$ cat src/rtl/frame_pop_pkg.sv
package frame_pop_pkg;

  typedef enum logic [2:0] {
    FP_IDLE,
    FP_ADJUST,
    FP_POP,
    FP_JWAIT,
    FP_JUMP
  } fp_state_e;

endpackage

$ cat src/rtl/fp_lowest_pick.sv
module fp_lowest_pick #(
  parameter int MASK_W = 12,
  localparam int SLOT_W = $clog2(MASK_W)
) (
  input  logic [MASK_W-1:0] mask,
  output logic [SLOT_W-1:0] idx,
  output logic [MASK_W-1:0] rest
);

  logic [MASK_W-1:0] low_onehot;

  // isolate the lowest set bit, one slice per mask position
  genvar g;
  generate
    for (g = 0; g < MASK_W; g++) begin : g_iso
      if (g == 0) begin : g_first
        assign low_onehot[g] = mask[g];
      end else begin : g_rest
        assign low_onehot[g] = mask[g] & ~(|mask[g-1:0]);
      end
    end
  endgenerate

  always_comb begin
    idx = '0;
    for (int k = 0; k < MASK_W; k++) begin
      if (low_onehot[k]) idx = SLOT_W'(k);
    end
  end

  assign rest = mask & ~low_onehot;

endmodule

$ cat src/rtl/fp_frame_math.sv
module fp_frame_math #(
  parameter int DATA_W     = 32,
  parameter int IMM_W      = 5,
  parameter int WORD_BYTES = 4,
  localparam int SHIFT     = $clog2(WORD_BYTES)
) (
  input  logic [DATA_W-1:0] base,
  input  logic [IMM_W-1:0]  imm,
  output logic [DATA_W-1:0] adjusted,
  output logic [DATA_W-1:0] stepped
);

  assign adjusted = base + (DATA_W'(imm) << SHIFT);
  assign stepped  = base + DATA_W'(WORD_BYTES);

endmodule

$ cat src/rtl/frame_pop_seq.sv
module frame_pop_seq #(
  parameter int DATA_W     = 32,
  parameter int IMM_W      = 5,
  parameter int MASK_W     = 12,
  parameter int RIDX_W     = 5,
  parameter int REG_BASE   = 20,
  parameter int WORD_BYTES = 4
) (
  input  logic              clk,
  input  logic              rst,
  input  logic              start_i,
  input  logic [IMM_W-1:0]  imm_i,
  input  logic [MASK_W-1:0] mask_i,
  input  logic              jump_i,
  input  logic [DATA_W-1:0] jump_target_i,
  input  logic [DATA_W-1:0] sp_i,
  output logic              busy_o,
  output logic              done_o,
  output logic              rd_valid_o,
  output logic [DATA_W-1:0] rd_addr_o,
  input  logic              rd_ready_i,
  input  logic [DATA_W-1:0] rd_data_i,
  output logic              sp_we_o,
  output logic [DATA_W-1:0] sp_wdata_o,
  output logic              rf_we_o,
  output logic [RIDX_W-1:0] rf_waddr_o,
  output logic [DATA_W-1:0] rf_wdata_o,
  output logic              pc_we_o,
  output logic [DATA_W-1:0] pc_o
);
  import frame_pop_pkg::*;

  localparam int SLOT_W = $clog2(MASK_W);

  fp_state_e         state_q;
  logic [MASK_W-1:0] mask_q;
  logic [IMM_W-1:0]  imm_q;
  logic              jump_q;
  logic [DATA_W-1:0] target_q;
  logic [DATA_W-1:0] sp_q;

  logic [SLOT_W-1:0] pick_idx;
  logic [MASK_W-1:0] pick_rest;
  logic [DATA_W-1:0] sp_adj;
  logic [DATA_W-1:0] sp_step;

  fp_lowest_pick #(.MASK_W(MASK_W)) u_pick (
    .mask (mask_q),
    .idx  (pick_idx),
    .rest (pick_rest)
  );

  fp_frame_math #(
    .DATA_W     (DATA_W),
    .IMM_W      (IMM_W),
    .WORD_BYTES (WORD_BYTES)
  ) u_math (
    .base     (sp_q),
    .imm      (imm_q),
    .adjusted (sp_adj),
    .stepped  (sp_step)
  );

  assign busy_o     = (state_q != FP_IDLE);
  assign rd_valid_o = (state_q == FP_POP);
  assign rd_addr_o  = sp_q;

  always_ff @(posedge clk) begin
    if (rst) begin
      state_q    <= FP_IDLE;
      mask_q     <= '0;
      imm_q      <= '0;
      jump_q     <= 1'b0;
      target_q   <= '0;
      sp_q       <= '0;
      done_o     <= 1'b0;
      sp_we_o    <= 1'b0;
      sp_wdata_o <= '0;
      rf_we_o    <= 1'b0;
      rf_waddr_o <= '0;
      rf_wdata_o <= '0;
      pc_we_o    <= 1'b0;
      pc_o       <= '0;
    end else begin
      done_o  <= 1'b0;
      sp_we_o <= 1'b0;
      rf_we_o <= 1'b0;
      pc_we_o <= 1'b0;
      unique case (state_q)
        FP_IDLE: begin
          if (start_i) begin
            mask_q   <= mask_i;
            imm_q    <= imm_i;
            jump_q   <= jump_i;
            target_q <= jump_target_i;
            sp_q     <= sp_i;
            state_q  <= FP_ADJUST;
          end
        end
        FP_ADJUST: begin
          sp_q       <= sp_adj;
          sp_we_o    <= 1'b1;
          sp_wdata_o <= sp_adj;
          if (|mask_q) begin
            state_q <= FP_POP;
          end else if (jump_q) begin
            state_q <= FP_JWAIT;
          end else begin
            state_q <= FP_IDLE;
            done_o  <= 1'b1;
          end
        end
        FP_POP: begin
          if (rd_ready_i) begin
            rf_we_o    <= 1'b1;
            rf_waddr_o <= RIDX_W'(REG_BASE) + RIDX_W'(pick_idx);
            rf_wdata_o <= rd_data_i;
            sp_q       <= sp_step;
            sp_we_o    <= 1'b1;
            sp_wdata_o <= sp_step;
            mask_q     <= pick_rest;
            if (pick_rest == '0) begin
              if (jump_q) begin
                state_q <= FP_JWAIT;
              end else begin
                state_q <= FP_IDLE;
                done_o  <= 1'b1;
              end
            end
          end
        end
        FP_JWAIT: begin
          state_q <= FP_JUMP;
        end
        FP_JUMP: begin
          pc_we_o <= 1'b1;
          pc_o    <= target_q;
          done_o  <= 1'b1;
          state_q <= FP_IDLE;
        end
        default: state_q <= FP_IDLE;
      endcase
    end
  end

endmodule

$ cat config.mk
export PLATFORM = sky130hd
export DESIGN_NAME = frame_pop_seq
export DESIGN_NICKNAME = d
export VERILOG_FILES = /design/src/rtl/frame_pop_pkg.sv /design/src/rtl/fp_lowest_pick.sv /design/src/rtl/fp_frame_math.sv /design/src/rtl/frame_pop_seq.sv
export SDC_FILE = /design/constraint.sdc
export NUM_CORES = 1
export LEC_CHECK = 0
export CAP_MARGIN = 40
export CORE_ASPECT_RATIO = 1.2
export CORE_UTILIZATION = 50
export CTS_BUF_LIST = sky130_fd_sc_hd__clkbuf_4
export DETAILED_ROUTE_END_ITERATION = 10
export HOLD_SLACK_MARGIN = 0.1
export PLACE_DENSITY = 0.83
export SETUP_SLACK_MARGIN = 0.02
export SLEW_MARGIN = 5
export SYNTH_ARGS = -nofsm -noshare
export SYNTH_HDL_FRONTEND = slang
export SYNTH_SLANG_ARGS = --single-unit
$ cat constraint.sdc
create_clock -name clk -period 3.2 [get_ports clk]
set_input_delay 0.32 -clock clk [delete_from_list [all_inputs] [get_ports clk]]
set_output_delay 0.32 -clock clk [all_outputs]
set_load 0.05 [all_outputs]
==> flow_metrics.py <==
metrics = {
    "yosys": {
        "synth.yosys.warnings": 0,
        "post_synth_num_cell_types": 72,
        "postSynthRegisterBits": 190,
        "synth_area_per_cell_um2": 7.45,
        "dominantRegCellSynth": "sky130_fd_sc_hd__dfxtp_1",
        "ys_seq_area_share_pct": 40.5,
        "synth_fp_nets": 1387,
        "postSynth.asyncResetShare_pct": 0,
        "synth-edff-count": 0,
        "synth.cell_area_um2": 9400,
        "synthesized_instance_count": 1261,
    },
    "timing": {
        "period_needed_ps": 2940,
        "fraction_of_the_cycle_the_final_worst_path_needs_pct": 91.9,
        "timing.slew.headroom_pct": 41.5,
        "top_achievable_clock_speed_mhz": 340,
        "grt_setup_unrepaired": "no",
        "final-hold-violation-count": 0,
        "setup_total_negative_slack_ps": 0,
        "finalClockSkew_ps": 27.8,
        "setup_viol": 0,
        "maxSlewViolCount": 0,
        "worst-slew-pin-transition_ps": 877,
    },
    "grt": {
        "grt_pass1_wl_um": 46600,
        "first_global_vias": 9014,
        "number_of_antenna_violations_at_the_first_check_in_global_routing": 1,
        "grt.busiest_layer": "met2",
        "gr-usage-met3_pct": 6.18,
        "globalRouteOverflowTotal": 0,
        "global_route_track_usage_on_met2_pct": 49.7,
        "grt_max_degree": 115,
        "globalRouteMet1Util_pct": 37.7,
        "all_layer_gr_usage_pct": 30.2,
    },
    "floorplanning": {
        "ioPinCount": 257,
        "floorplan.core_area_um2": 18300,
        "die-area_um2": 19400,
        "floorplan.die.height_um": 152,
        "placement_rows": 54,
        "floorplan.initialDensity_pct": 51.3,
        "floorplan.die.width_um": 127,
    },
    "critical_path": {
        "critPathRequiredTime_ps": 2880,
        "cp_capture_type": "primary output",
        "worstPathArrival_ps": 2620,
        "critPathMaxFanout": 21,
        "start_kind": "register",
        "critical_path_class": "register to primary output",
    },
    "placed_design": {
        "routabilityCongestion": 0.941,
        "placedCellCount": 1691,
        "place.port_buffers": 256,
        "detailed_place.area_um2": 12100,
        "dpl.hpwl_um": 20700,
    },
    "drt": {
        "via_per_inst": 5.77,
        "via_count": 9961,
        "detailedRoute.firstIterationViolations": 967,
        "detail-route-antenna-nets": 0,
        "wl_um": 29500,
        "number_of_search_and_repair_iterations_in_the_first_detailed_routing_pass": 5,
        "drc": 0,
        "post_drt_wl_per_cell_um": 17.1,
    },
    "cts": {
        "clock-sinks": 190,
        "clock_tree.htree_level_count": 4,
        "worst_skew_pair.late_latency_ps": 600,
        "post_cts.resized_instances": 0,
        "cts_root_buffer": "sky130_fd_sc_hd__clkbuf_4",
        "cts_tree": "built",
        "clkTransAtPathRegs_ps": 180,
        "cts_setup_buffers": 0,
        "cts_buffer_depth": 2,
        "cts_made_buffers": 17,
        "cts_hold_repair.buffers": 0,
    },
    "cells_and_area": {
        "num-nets-final": 1584,
        "fin_cells": 1725,
        "finalInstanceArea_um2": 12400,
        "layout-drive-gt1-share_pct": 6.12,
        "fillcell_total": 1579,
        "area_growth_pct": 32.4,
    },
    "power": {
        "power_leakage_nw": 4.30,
        "power.density_nw_per_um2": 668,
        "total_power_mw": 8.32,
        "vdd_drop_max_uv": 299,
    },
    "job": {
        "max-cap-violations": 0,
    },
    "outcome": {
        "outcome": "finished clean",
    },
    "hold_path": {
        "holdCritPathClass": "input port to register",
    },
}
-- cells in the final DEF, fill, tap and decap left out, drive strengths merged, types with 20 or more instances in the layout --
cell | netlist | final
nand2 | 293 | 293
clkdlybuf4s50 | 0 | 254
dfxtp | 190 | 190
a21oi | 172 | 172
nor2 | 114 | 114
o21ai | 39 | 39
buf | 23 | 36
nor3 | 33 | 33
a211oi | 29 | 29
xnor2 | 21 | 21
nand3 | 20 | 20
xor2 | 20 | 20
-- cell usage after synthesis, types with 3 or more instances --
master	count	area, µm²
sky130_fd_sc_hd__a2bb2oi_1	5	43.8
sky130_fd_sc_hd__xnor2_1	21	184
sky130_fd_sc_hd__o22ai_1	7	43.8
sky130_fd_sc_hd__xor2_1	20	175
sky130_fd_sc_hd__mux2i_1	5	50.1
sky130_fd_sc_hd__clkbuf_1	88	330
sky130_fd_sc_hd__nand4b_1	3	26.3
sky130_fd_sc_hd__nand3b_1	8	60.1
sky130_fd_sc_hd__nand4_1	14	87.6
sky130_fd_sc_hd__a21o_1	4	30.0
sky130_fd_sc_hd__a21oi_1	170	851
sky130_fd_sc_hd__nand2b_1	5	31.3
sky130_fd_sc_hd__a311oi_1	9	78.8
sky130_fd_sc_hd__and3_1	3	18.8
sky130_fd_sc_hd__nor4_1	14	87.6
sky130_fd_sc_hd__a31o_2	3	26.3
sky130_fd_sc_hd__or4_1	5	37.5
sky130_fd_sc_hd__ha_1	7	87.6
sky130_fd_sc_hd__a211oi_1	29	218
sky130_fd_sc_hd__o21ai_0	38	190
sky130_fd_sc_hd__o211ai_1	4	30.0
sky130_fd_sc_hd__nor2b_1	4	25.0
sky130_fd_sc_hd__and2_1	3	18.8
sky130_fd_sc_hd__a221oi_1	9	78.8
sky130_fd_sc_hd__a31oi_1	12	75.1
sky130_fd_sc_hd__nor2_1	114	428
sky130_fd_sc_hd__inv_1	10	37.5
sky130_fd_sc_hd__buf_1	5	18.8
sky130_fd_sc_hd__dfxtp_1	190	3800
sky130_fd_sc_hd__buf_2	15	75.1
sky130_fd_sc_hd__o21a_1	5	37.5
sky130_fd_sc_hd__o41ai_1	3	26.3
sky130_fd_sc_hd__a32o_1	4	40.0
sky130_fd_sc_hd__a22oi_1	10	75.1
sky130_fd_sc_hd__nand3_1	20	100
sky130_fd_sc_hd__nand2_1	292	1100
sky130_fd_sc_hd__and4_1	5	43.8
sky130_fd_sc_hd__nor3_1	33	165
sky130_fd_sc_hd__o21bai_1	8	60.1
sky130_fd_sc_hd__or3_1	15	93.8
-- cells by family after synthesis --
| group | share of synthesized area, % |
|---|---|
| AND/OR/NAND/NOR | 26.2 |
| multiplexers | 0.652 |
| buffers and inverters | 5.24 |
| AO/OA/AOI/OAI | 22.3 |
| adder cells (fa/ha/maj) | 1.36 |
| XOR/XNOR | 3.82 |
| flip-flops | 40.5 |
-- sequential cells by signal (all words and copies together) (netlist names) --
register    cells
target_q       32
rd_addr_o      32
rf_wdata_o     32
sp_we_o         1
state_q         3
pc_we_o         1
pc_o           32
jump_q          1
rf_we_o         1
imm_q           5
done_o          1
rf_waddr_o      5
sp_wdata_o     32
mask_q         12
-- cell type report --
cell class / count / area, µm² / area share (%)
inverter: 10 / 37.5 / 0.302
sequential: 190 / 3800 / 30.6
clock inverter: 15 / 168 / 1.35
multi-input combinational: 949 / 5140 / 41.3
clock buffer: 17 / 128 / 1.03
timing repair buffer: 290 / 2850 / 22.9
antenna: 2 / 5.00 / 0.0402
tap: 252 / 315 / 2.53
-- power breakdown --
group / switching, mW / internal (mW)
logic: 2.46 / 1.37
clock network: 0.956 / 0.358
registers: 0.454 / 2.71
-- worst paths after layout --
kind | from | end | slack [ps] | cells past startpoint
min | jump_target_i[13] | target_q[13]$_SDFFE_PP0P_ | 240 | 3
min reg2reg | target_q[27]$_SDFFE_PP0P_ | pc_o[27]$_SDFFE_PP0P_ | 460 | 2
max reg2reg | rd_addr_o[2]$_SDFFE_PP0P_ | sp_wdata_o[30]$_SDFFE_PP0P_ | 510 | 7
max | state_q[0]$_SDFFE_PP0P_ | rd_valid_o | 260 | 4
-- layer usage --
| layer | routed length, µm | up-vias |
|---|---|---|
| met4 | 1030 | 0 |
| met2 | 14500 | 469 |
| met1 | 11800 | 4623 |
| li1 | - | 4792 |
| met5 | 0 | - |
| met3 | 2140 | 77 |
-- metrics by stage --
step           setup WS, ps  hold slack, ps  utilization, %
2_1_floorplan           438             432               -
3_3_place_gp            619             435            66.3
3_5_place_dp            597             444            66.3
4_1_cts                 254             204            68.0
5_1_grt                 158             211            68.0
6_report                258             236            68.0
-- critical path: stages (launching register included) --
cell and delay, ps:
sky130_fd_sc_hd__dfxtp_1 550, sky130_fd_sc_hd__or3b_2 630, sky130_fd_sc_hd__inv_1 300, sky130_fd_sc_hd__buf_4 370
sky130_fd_sc_hd__buf_12 180
Power figures use the tool's default switching activity.
